`config.mk`:
```
export PLATFORM = sky130hd
export DESIGN_NAME = dpram_collision_arbiter
export DESIGN_NICKNAME = d
export VERILOG_FILES = /design/src/rtl/dpa_pkg.sv /design/src/rtl/dpa_port_stage.sv /design/src/rtl/dpa_arbiter.sv /design/src/rtl/dpa_write_gate.sv /design/src/rtl/dpram_collision_arbiter.sv
export SDC_FILE = /design/constraint.sdc
export NUM_CORES = 1
export LEC_CHECK = 0
export CORE_UTILIZATION = 50
export DETAILED_ROUTE_END_ITERATION = 6
export GPL_ROUTABILITY_DRIVEN = 0
export GPL_TIMING_DRIVEN = 1
export PLACE_DENSITY = 0.75
export SETUP_SLACK_MARGIN = 0.05
export SLEW_MARGIN = 20
export SYNTH_ARGS = -nofsm -noshare
export SYNTH_HDL_FRONTEND = slang
export SYNTH_SLANG_ARGS = --single-unit
export TNS_END_PERCENT = 20
```
`constraint.sdc`:
```
create_clock -name clk -period 1.6 [get_ports clk]
set_input_delay 0.16 -clock clk [delete_from_list [all_inputs] [get_ports clk]]
set_output_delay 0.16 -clock clk [all_outputs]
set_load 0.05 [all_outputs]
```
`src/rtl/dpa_pkg.sv`:
```
// Shared types for the collision arbiter.
package dpa_pkg;
    // Which port currently holds a contested location.
    typedef enum logic [1:0] {
        OWNER_NONE  = 2'd0,
        OWNER_LEFT  = 2'd1,
        OWNER_RIGHT = 2'd2
    } owner_e;
endpackage

```
`src/rtl/dpa_port_stage.sv`:
```
// Input register for one port.
// Holds the current and previous sampled select/address, flags a change
// between them, and forms the raw write request.
// Assumes inputs are synchronous to clk.
module dpa_port_stage #(
    parameter int ADDR_W = 10
) (
    input  logic              clk,
    input  logic              rst_n,
    input  logic              ce_n,
    input  logic [ADDR_W-1:0] addr,
    input  logic              we_n,
    output logic              sel,
    output logic [ADDR_W-1:0] addr_q,
    output logic              fresh,
    output logic              wr_req
);
    logic              ce_n_q, we_n_q, ce_n_p;
    logic [ADDR_W-1:0] addr_p;

    // Sample the port and keep the previous sample.
    always_ff @(posedge clk) begin
        if (!rst_n) begin
            ce_n_q <= 1'b1;
            we_n_q <= 1'b1;
            addr_q <= '0;
            ce_n_p <= 1'b1;
            addr_p <= '0;
        end else begin
            ce_n_p <= ce_n_q;
            addr_p <= addr_q;
            ce_n_q <= ce_n;
            we_n_q <= we_n;
            addr_q <= addr;
        end
    end

    // Decode selection, change and write request.
    always_comb begin
        sel    = !ce_n_q;
        fresh  = (ce_n_q != ce_n_p) || (addr_q != addr_p);
        wr_req = !ce_n_q && !we_n_q;
    end
endmodule

```
`src/rtl/dpa_arbiter.sv`:
```
// Collision decision.
// Compares the registered addresses of both ports and decides which port
// holds a shared location: the earlier arrival, the left port on a tie.
// The decision is held while neither port changes.
module dpa_arbiter
    import dpa_pkg::*;
#(
    parameter int ADDR_W = 10
) (
    input  logic              clk,
    input  logic              rst_n,
    input  logic              sel_l,
    input  logic              sel_r,
    input  logic [ADDR_W-1:0] addr_l,
    input  logic [ADDR_W-1:0] addr_r,
    input  logic              fresh_l,
    input  logic              fresh_r,
    output owner_e            owner
);
    logic   match;
    owner_e owner_d;

    // Work out the next owner from the current registered view.
    always_comb begin
        match = sel_l && sel_r && (addr_l == addr_r);
        if (!match)
            owner_d = OWNER_NONE;
        else if (owner != OWNER_NONE && !fresh_l && !fresh_r)
            owner_d = owner;
        else if (fresh_l && !fresh_r)
            owner_d = OWNER_RIGHT;
        else
            owner_d = OWNER_LEFT;
    end

    // Hold the decision.
    always_ff @(posedge clk) begin
        if (!rst_n) owner <= OWNER_NONE;
        else        owner <= owner_d;
    end


    release_chk: assert property (@(posedge clk) disable iff (!rst_n)
        !(sel_l && sel_r && addr_l == addr_r) |=> owner == OWNER_NONE);

    late_left_loses_chk: assert property (@(posedge clk) disable iff (!rst_n)
        (sel_l && sel_r && addr_l == addr_r && fresh_l && !fresh_r) |=> owner == OWNER_RIGHT);

    tie_left_wins_chk: assert property (@(posedge clk) disable iff (!rst_n)
        (sel_l && sel_r && addr_l == addr_r && fresh_l && fresh_r) |=> owner == OWNER_LEFT);

    hold_chk: assert property (@(posedge clk) disable iff (!rst_n)
        (sel_l && sel_r && addr_l == addr_r && !fresh_l && !fresh_r && owner != OWNER_NONE)
        |=> $stable(owner));
endmodule

```
`src/rtl/dpa_write_gate.sv`:
```
// Write gate for one port.
// Delays the write request by one stage so it lines up with the busy
// decision, then passes it only while the effective busy is high.
module dpa_write_gate (
    input  logic clk,
    input  logic rst_n,
    input  logic wr_req,
    input  logic busy_eff_n,
    output logic wr_en
);
    logic req_q;

    // Align the request with the decision stage.
    always_ff @(posedge clk) begin
        if (!rst_n) req_q <= 1'b0;
        else        req_q <= wr_req;
    end

    // Suppress the write while busy.
    always_comb wr_en = req_q && busy_eff_n;
endmodule

```
`src/rtl/dpram_collision_arbiter.sv`:
```
// Top: two port stages, one arbiter and two write gates.
// Master mode drives the decision out; slave mode drives busy high and
// gates writes with the external busy inputs.
module dpram_collision_arbiter
    import dpa_pkg::*;
#(
    parameter int ADDR_W = 10
) (
    input  logic              clk,
    input  logic              rst_n,
    input  logic              slave_mode,
    input  logic              l_ce_n,
    input  logic [ADDR_W-1:0] l_addr,
    input  logic              l_we_n,
    input  logic              r_ce_n,
    input  logic [ADDR_W-1:0] r_addr,
    input  logic              r_we_n,
    input  logic              l_busy_in_n,
    input  logic              r_busy_in_n,
    output logic              l_busy_n,
    output logic              r_busy_n,
    output logic              l_wr_en,
    output logic              r_wr_en
);
    localparam int NPORT = 2;

    logic              ce_in   [NPORT];
    logic              we_in   [NPORT];
    logic [ADDR_W-1:0] addr_in [NPORT];
    logic              bin_n   [NPORT];
    logic              sel     [NPORT];
    logic              fresh   [NPORT];
    logic              wr_req  [NPORT];
    logic [ADDR_W-1:0] addr_q  [NPORT];
    logic              busy_m_n[NPORT];
    logic              busy_e_n[NPORT];
    logic              wr_en   [NPORT];
    owner_e            owner;

    // Gather ports into arrays.
    always_comb begin
        ce_in[0] = l_ce_n;  ce_in[1] = r_ce_n;
        we_in[0] = l_we_n;  we_in[1] = r_we_n;
        addr_in[0] = l_addr; addr_in[1] = r_addr;
        bin_n[0] = l_busy_in_n; bin_n[1] = r_busy_in_n;
    end

    for (genvar p = 0; p < NPORT; p++) begin : g_port
        dpa_port_stage #(.ADDR_W(ADDR_W)) u_stage (
            .clk(clk), .rst_n(rst_n), .ce_n(ce_in[p]), .addr(addr_in[p]),
            .we_n(we_in[p]), .sel(sel[p]), .addr_q(addr_q[p]),
            .fresh(fresh[p]), .wr_req(wr_req[p])
        );
        dpa_write_gate u_gate (
            .clk(clk), .rst_n(rst_n), .wr_req(wr_req[p]),
            .busy_eff_n(busy_e_n[p]), .wr_en(wr_en[p])
        );
    end

    dpa_arbiter #(.ADDR_W(ADDR_W)) u_arb (
        .clk(clk), .rst_n(rst_n),
        .sel_l(sel[0]), .sel_r(sel[1]),
        .addr_l(addr_q[0]), .addr_r(addr_q[1]),
        .fresh_l(fresh[0]), .fresh_r(fresh[1]),
        .owner(owner)
    );

    // Decode the decision and select the effective busy per mode.
    always_comb begin
        busy_m_n[0] = (owner != OWNER_RIGHT);
        busy_m_n[1] = (owner != OWNER_LEFT);
        for (int p = 0; p < NPORT; p++)
            busy_e_n[p] = slave_mode ? bin_n[p] : busy_m_n[p];
        l_busy_n = slave_mode ? 1'b1 : busy_m_n[0];
        r_busy_n = slave_mode ? 1'b1 : busy_m_n[1];
        l_wr_en  = wr_en[0];
        r_wr_en  = wr_en[1];
    end


    never_both_busy_chk: assert property (@(posedge clk) disable iff (!rst_n)
        l_busy_n || r_busy_n);

    slave_busy_high_chk: assert property (@(posedge clk) disable iff (!rst_n)
        slave_mode |-> (l_busy_n && r_busy_n));

    busy_blocks_write_chk: assert property (@(posedge clk) disable iff (!rst_n)
        (!slave_mode && (!l_busy_n || !r_busy_n)) |-> !(!l_busy_n && l_wr_en) && !(!r_busy_n && r_wr_en));

    write_origin_chk: assert property (@(posedge clk) disable iff (!rst_n)
        l_wr_en |-> $past(!l_ce_n && !l_we_n, 2));
endmodule

```
==> results.txt <==
----------------------------------------------------
[Timing]
  Max-slew violation count ... 0
  Final critical path time including I/O delays and setup ... 1.53 ns
  Measured slew at the worst slew-check pin ... 0.341 ns
  RSZ-0062 raised after global routing ... yes
  Maximum clock frequency ... 653 MHz
  # setup viols final ... 0
  Fraction of the cycle the final worst path needs ... 95.7%
  Worst path setup slack after routing ... 0.0685 ns
  Final Hold Violating Endpoints ... 0
  Worst clock skew on the final layout ... 0.00542 ns
  Max-slew headroom at the worst pin ... 77.1%

[Synthesis]
  Share of Yosys cell area claimed by the top area cell type ... 57.1%
  Largest area contributor in the synthesized netlist ... sky130_fd_sc_hd__dfxtp_1
  Async set-or-reset flop fraction in the synthesized netlist ... 0%
  Fraction of the yosys area taken by sequential cells ... 57.1%
  Net count after synthesis ... 185
  Cell with the most instances after synthesis ... sky130_fd_sc_hd__dfxtp_1
  Yosys warning total ... 0
  Post-synth EDFFs ... 0
  Top cells by count, synth ... sky130_fd_sc_hd__dfxtp_1, sky130_fd_sc_hd__and2_1, sky130_fd_sc_hd__xor2_1, sky130_fd_sc_hd__xnor2_1, sky130_fd_sc_hd__nand2b_1
  Gate count of the mapped netlist ... 156
  Most common flop cell mapped by yosys ... sky130_fd_sc_hd__dfxtp_1
  Distinct cell type count after synthesis ... 19
  Combined area of all synthesized cells ... 1750 um2
  Cells taking the most area after synthesis ... sky130_fd_sc_hd__dfxtp_1, sky130_fd_sc_hd__and2_1, sky130_fd_sc_hd__xor2_1
  Synthesized area per cell ... 11.2 um2
  Number of storage elements in the synthesis netlist ... 50

[Critical path]
  Ordered cell list for the critical path ... inv_2 -> or3_4 -> o211a_1 -> buf_6
  Arr. time, crit path ... 1.37 ns
  Critical path start-end classification ... flop to output port
  CP peak stage delay ... 0.36 ns
  Sort of element at the end of the critical path ... output port
  R2R Path Start ... g_port[0].u_stage.addr_q[4]
  Maximum fanout encountered on the critical timing path ... 3
  WP data required ... 1.44 ns
  Startpoint type of the worst setup path ... flop
  Cell at the slowest stage of the critical path ... sky130_fd_sc_hd__or3_4
  Crit. Startpoint ... u_arb.owner[0]

[Global routing]
  Initial antenna violation count ... 0
  Total gr overflow ... 0
  Pin count of the biggest net entering global routing ... 46
  Total track usage ... 17.5%
  Via count of the first global-routing pass ... 1070
  First-pass GRT wire length ... 4.59 mm

[Routing]
  Detailed-route via count ... 1108
  Starting DRC count in detailed routing ... 15
  Detail Route Antenna Nets ... 0
  Wire length per cell ... 11.7 um
  Total wirelength of the detailed-routed design ... 2.79 mm
  Sum of met3 wire segment lengths after detailed routing ... 159 um
  Highest routing layer actually used ... met4
  Average vias per placed instance ... 4.66
  Routed wire length on met2 ... 1.33 mm
  Length of routed wiring on met1 ... 1.26 mm
  DR pass1 iterations ... 4
  Final routed DRC violation total ... 0

[Hold path]
  Critical hold path startpoint ... r_addr[6]
  Hold crit path type ... input pin to flop

[Finish]
  Layout Area Growth over Synthesis ... 26.8%
  Fraction of final layout cells with drive strength greater than 1 ... 12.0%
  Count of inserted antenna diode cells ... 0
  Net total in the final layout ... 222

[Placed design]
  HPWL Detailed ... 2.00 mm
  Minimum setup slack after placement ... 0.0433 ns
  Number of I/O port buffers ... 32

[Clock network]
  CTS Buf Count ... 5
  Cell at the root of the clock tree ... sky130_fd_sc_hd__clkbuf_4
  Clock network latency to the later pin of the worst-skew pair ... 0.35 ns
  Clock tree sinks ... 50
  Reg clk slew, reported paths ... 0.12 ns
  Maximum count of clock buffers along a single path ... 2
  CTS tree ... yes
  Clock H-tree levels ... 2

[Job]
  Number of violations of the max-capacitance limit ... 0

[Power and ir drop]
  Total power draw ... 2.09 mW
  PwrDens ... 943 nW/um2
  Leakage power ... 0.912 nW
  VDD IR max ... 0.687 mV

[Floorplan]
  Vertical die dimension ... 61.2 um
  Die ar. ... 3740 um2
  Placement row count ... 21
  IO Count ... 33
  Area of the placeable core ... 3340 um2
  Die X ... 61.2 um
  Initial Util ... 52.5%

[Status]
  Result of the run ... completed

----------------------------------------------------
## through the flow
stage / setup TNS [ns] / instance area (um2) / util (%) / hold slack (ns) / instances
6_report: 0 / 2220 / 66.6 / 0.370 / 238
5_1_grt: -0.0111 / 2220 / 66.6 / 0.344 / 238
4_1_cts: 0 / 2210 / 66.1 / 0.354 / 238
3_5_place_dp: 0 / 2140 / 64.0 / 0.381 / 231
3_3_place_gp: 0 / 2140 / 64.0 / 0.385 / 231
2_1_floorplan: 0 / 1750 / - / 0.233 / 156
## placed cells by master, fill, tap and decap left out, types with 2 or more instances in the layout
cell type and count:
sky130_fd_sc_hd__a2111oi_2 2, sky130_fd_sc_hd__buf_12 2, sky130_fd_sc_hd__and2_1 40, sky130_fd_sc_hd__nand4_1 3, sky130_fd_sc_hd__clkbuf_4 5, sky130_fd_sc_hd__nor2_1 3
sky130_fd_sc_hd__xnor2_1 14, sky130_fd_sc_hd__xor2_1 18, sky130_fd_sc_hd__nand2b_1 5, sky130_fd_sc_hd__dfxtp_2 3, sky130_fd_sc_hd__clkdlybuf4s50_1 28, sky130_fd_sc_hd__nor4_1 2
sky130_fd_sc_hd__dfxtp_1 47, sky130_fd_sc_hd__nand3_1 4, sky130_fd_sc_hd__buf_4 3, sky130_fd_sc_hd__o211a_1 2, sky130_fd_sc_hd__nor4_2 2
## sequential cells by signal, indices dropped and copies added (netlist names)
signal,flops
g_port.u_stage.addr_q,20
u_arb.owner,2
g_port.u_stage.ce_n_q,2
g_port.u_stage.ce_n_p,2
g_port.u_stage.addr_p,20
g_port.u_gate.req_q,2
g_port.u_stage.we_n_q,2
## final cells by class
| class | instances | area, um2 |
|---|---|---|
| clock buffers | 6 | 51.3 |
| fillers | 279 | 1120 |
| inverters | 2 | 7.51 |
| multi-input cells | 100 | 746 |
| flip-flops and latches | 50 | 1000 |
| well taps | 46 | 57.6 |
| repair buffers | 34 | 354 |
## critical path: cells and delay by family, from the launching register on
| kind | cells | cell delay, ns |
|---|---|---|
| flops | 1 | 0.34 |
| buf+inv | 2 | 0.19 |
| compound gates | 1 | 0.13 |
| simple gates | 1 | 0.36 |
## report_power, final
group          switching [mW]  internal [mW]  leakage (nW)
clock network           0.338          0.199        0.0302
registers              0.0419           1.30         0.415
logic                  0.0761          0.140         0.467
## cell families after synthesis
family | Yosys count | synth area share [%]
xor gates and xnor gates | 32 | 16.0
AOI/OAI and AO/OA | 4 | 2.86
and+or+nand+nor | 64 | 22.7
DFF | 50 | 57.1
buffers and inverters | 6 | 1.29
## per-layer routing
layer | track usage (%) | up-vias
met5 | 0 | -
met4 | 5.84 | 0
met3 | 6.51 | 5
met2 | 29.2 | 28
met1 | 20.7 | 506
li1 | - | 569
## final timing paths
kind	slack, ns	to	depth (start not counted)
worst max-delay path	0.07	r_wr_en	4
worst min-delay path	0.37	g_port[1].u_stage.addr_q[6]	2
worst max register to register	0.16	u_arb.owner[0]	4
worst min register to register	0.40	g_port[0].u_gate.req_q	1
## repair_timing
| item | 4_1_cts | 5_1_grt |
|---|---|---|
| setup buffers | 1 | 0 |
| hold buffers | 0 | 0 |
| pin swaps | 0 | 3 |
| setup endpoints to repair | 1 | 2 |
| cloned | 0 | 0 |
| gates resized for setup | 4 | 3 |
Power figures use the tool's default switching activity.
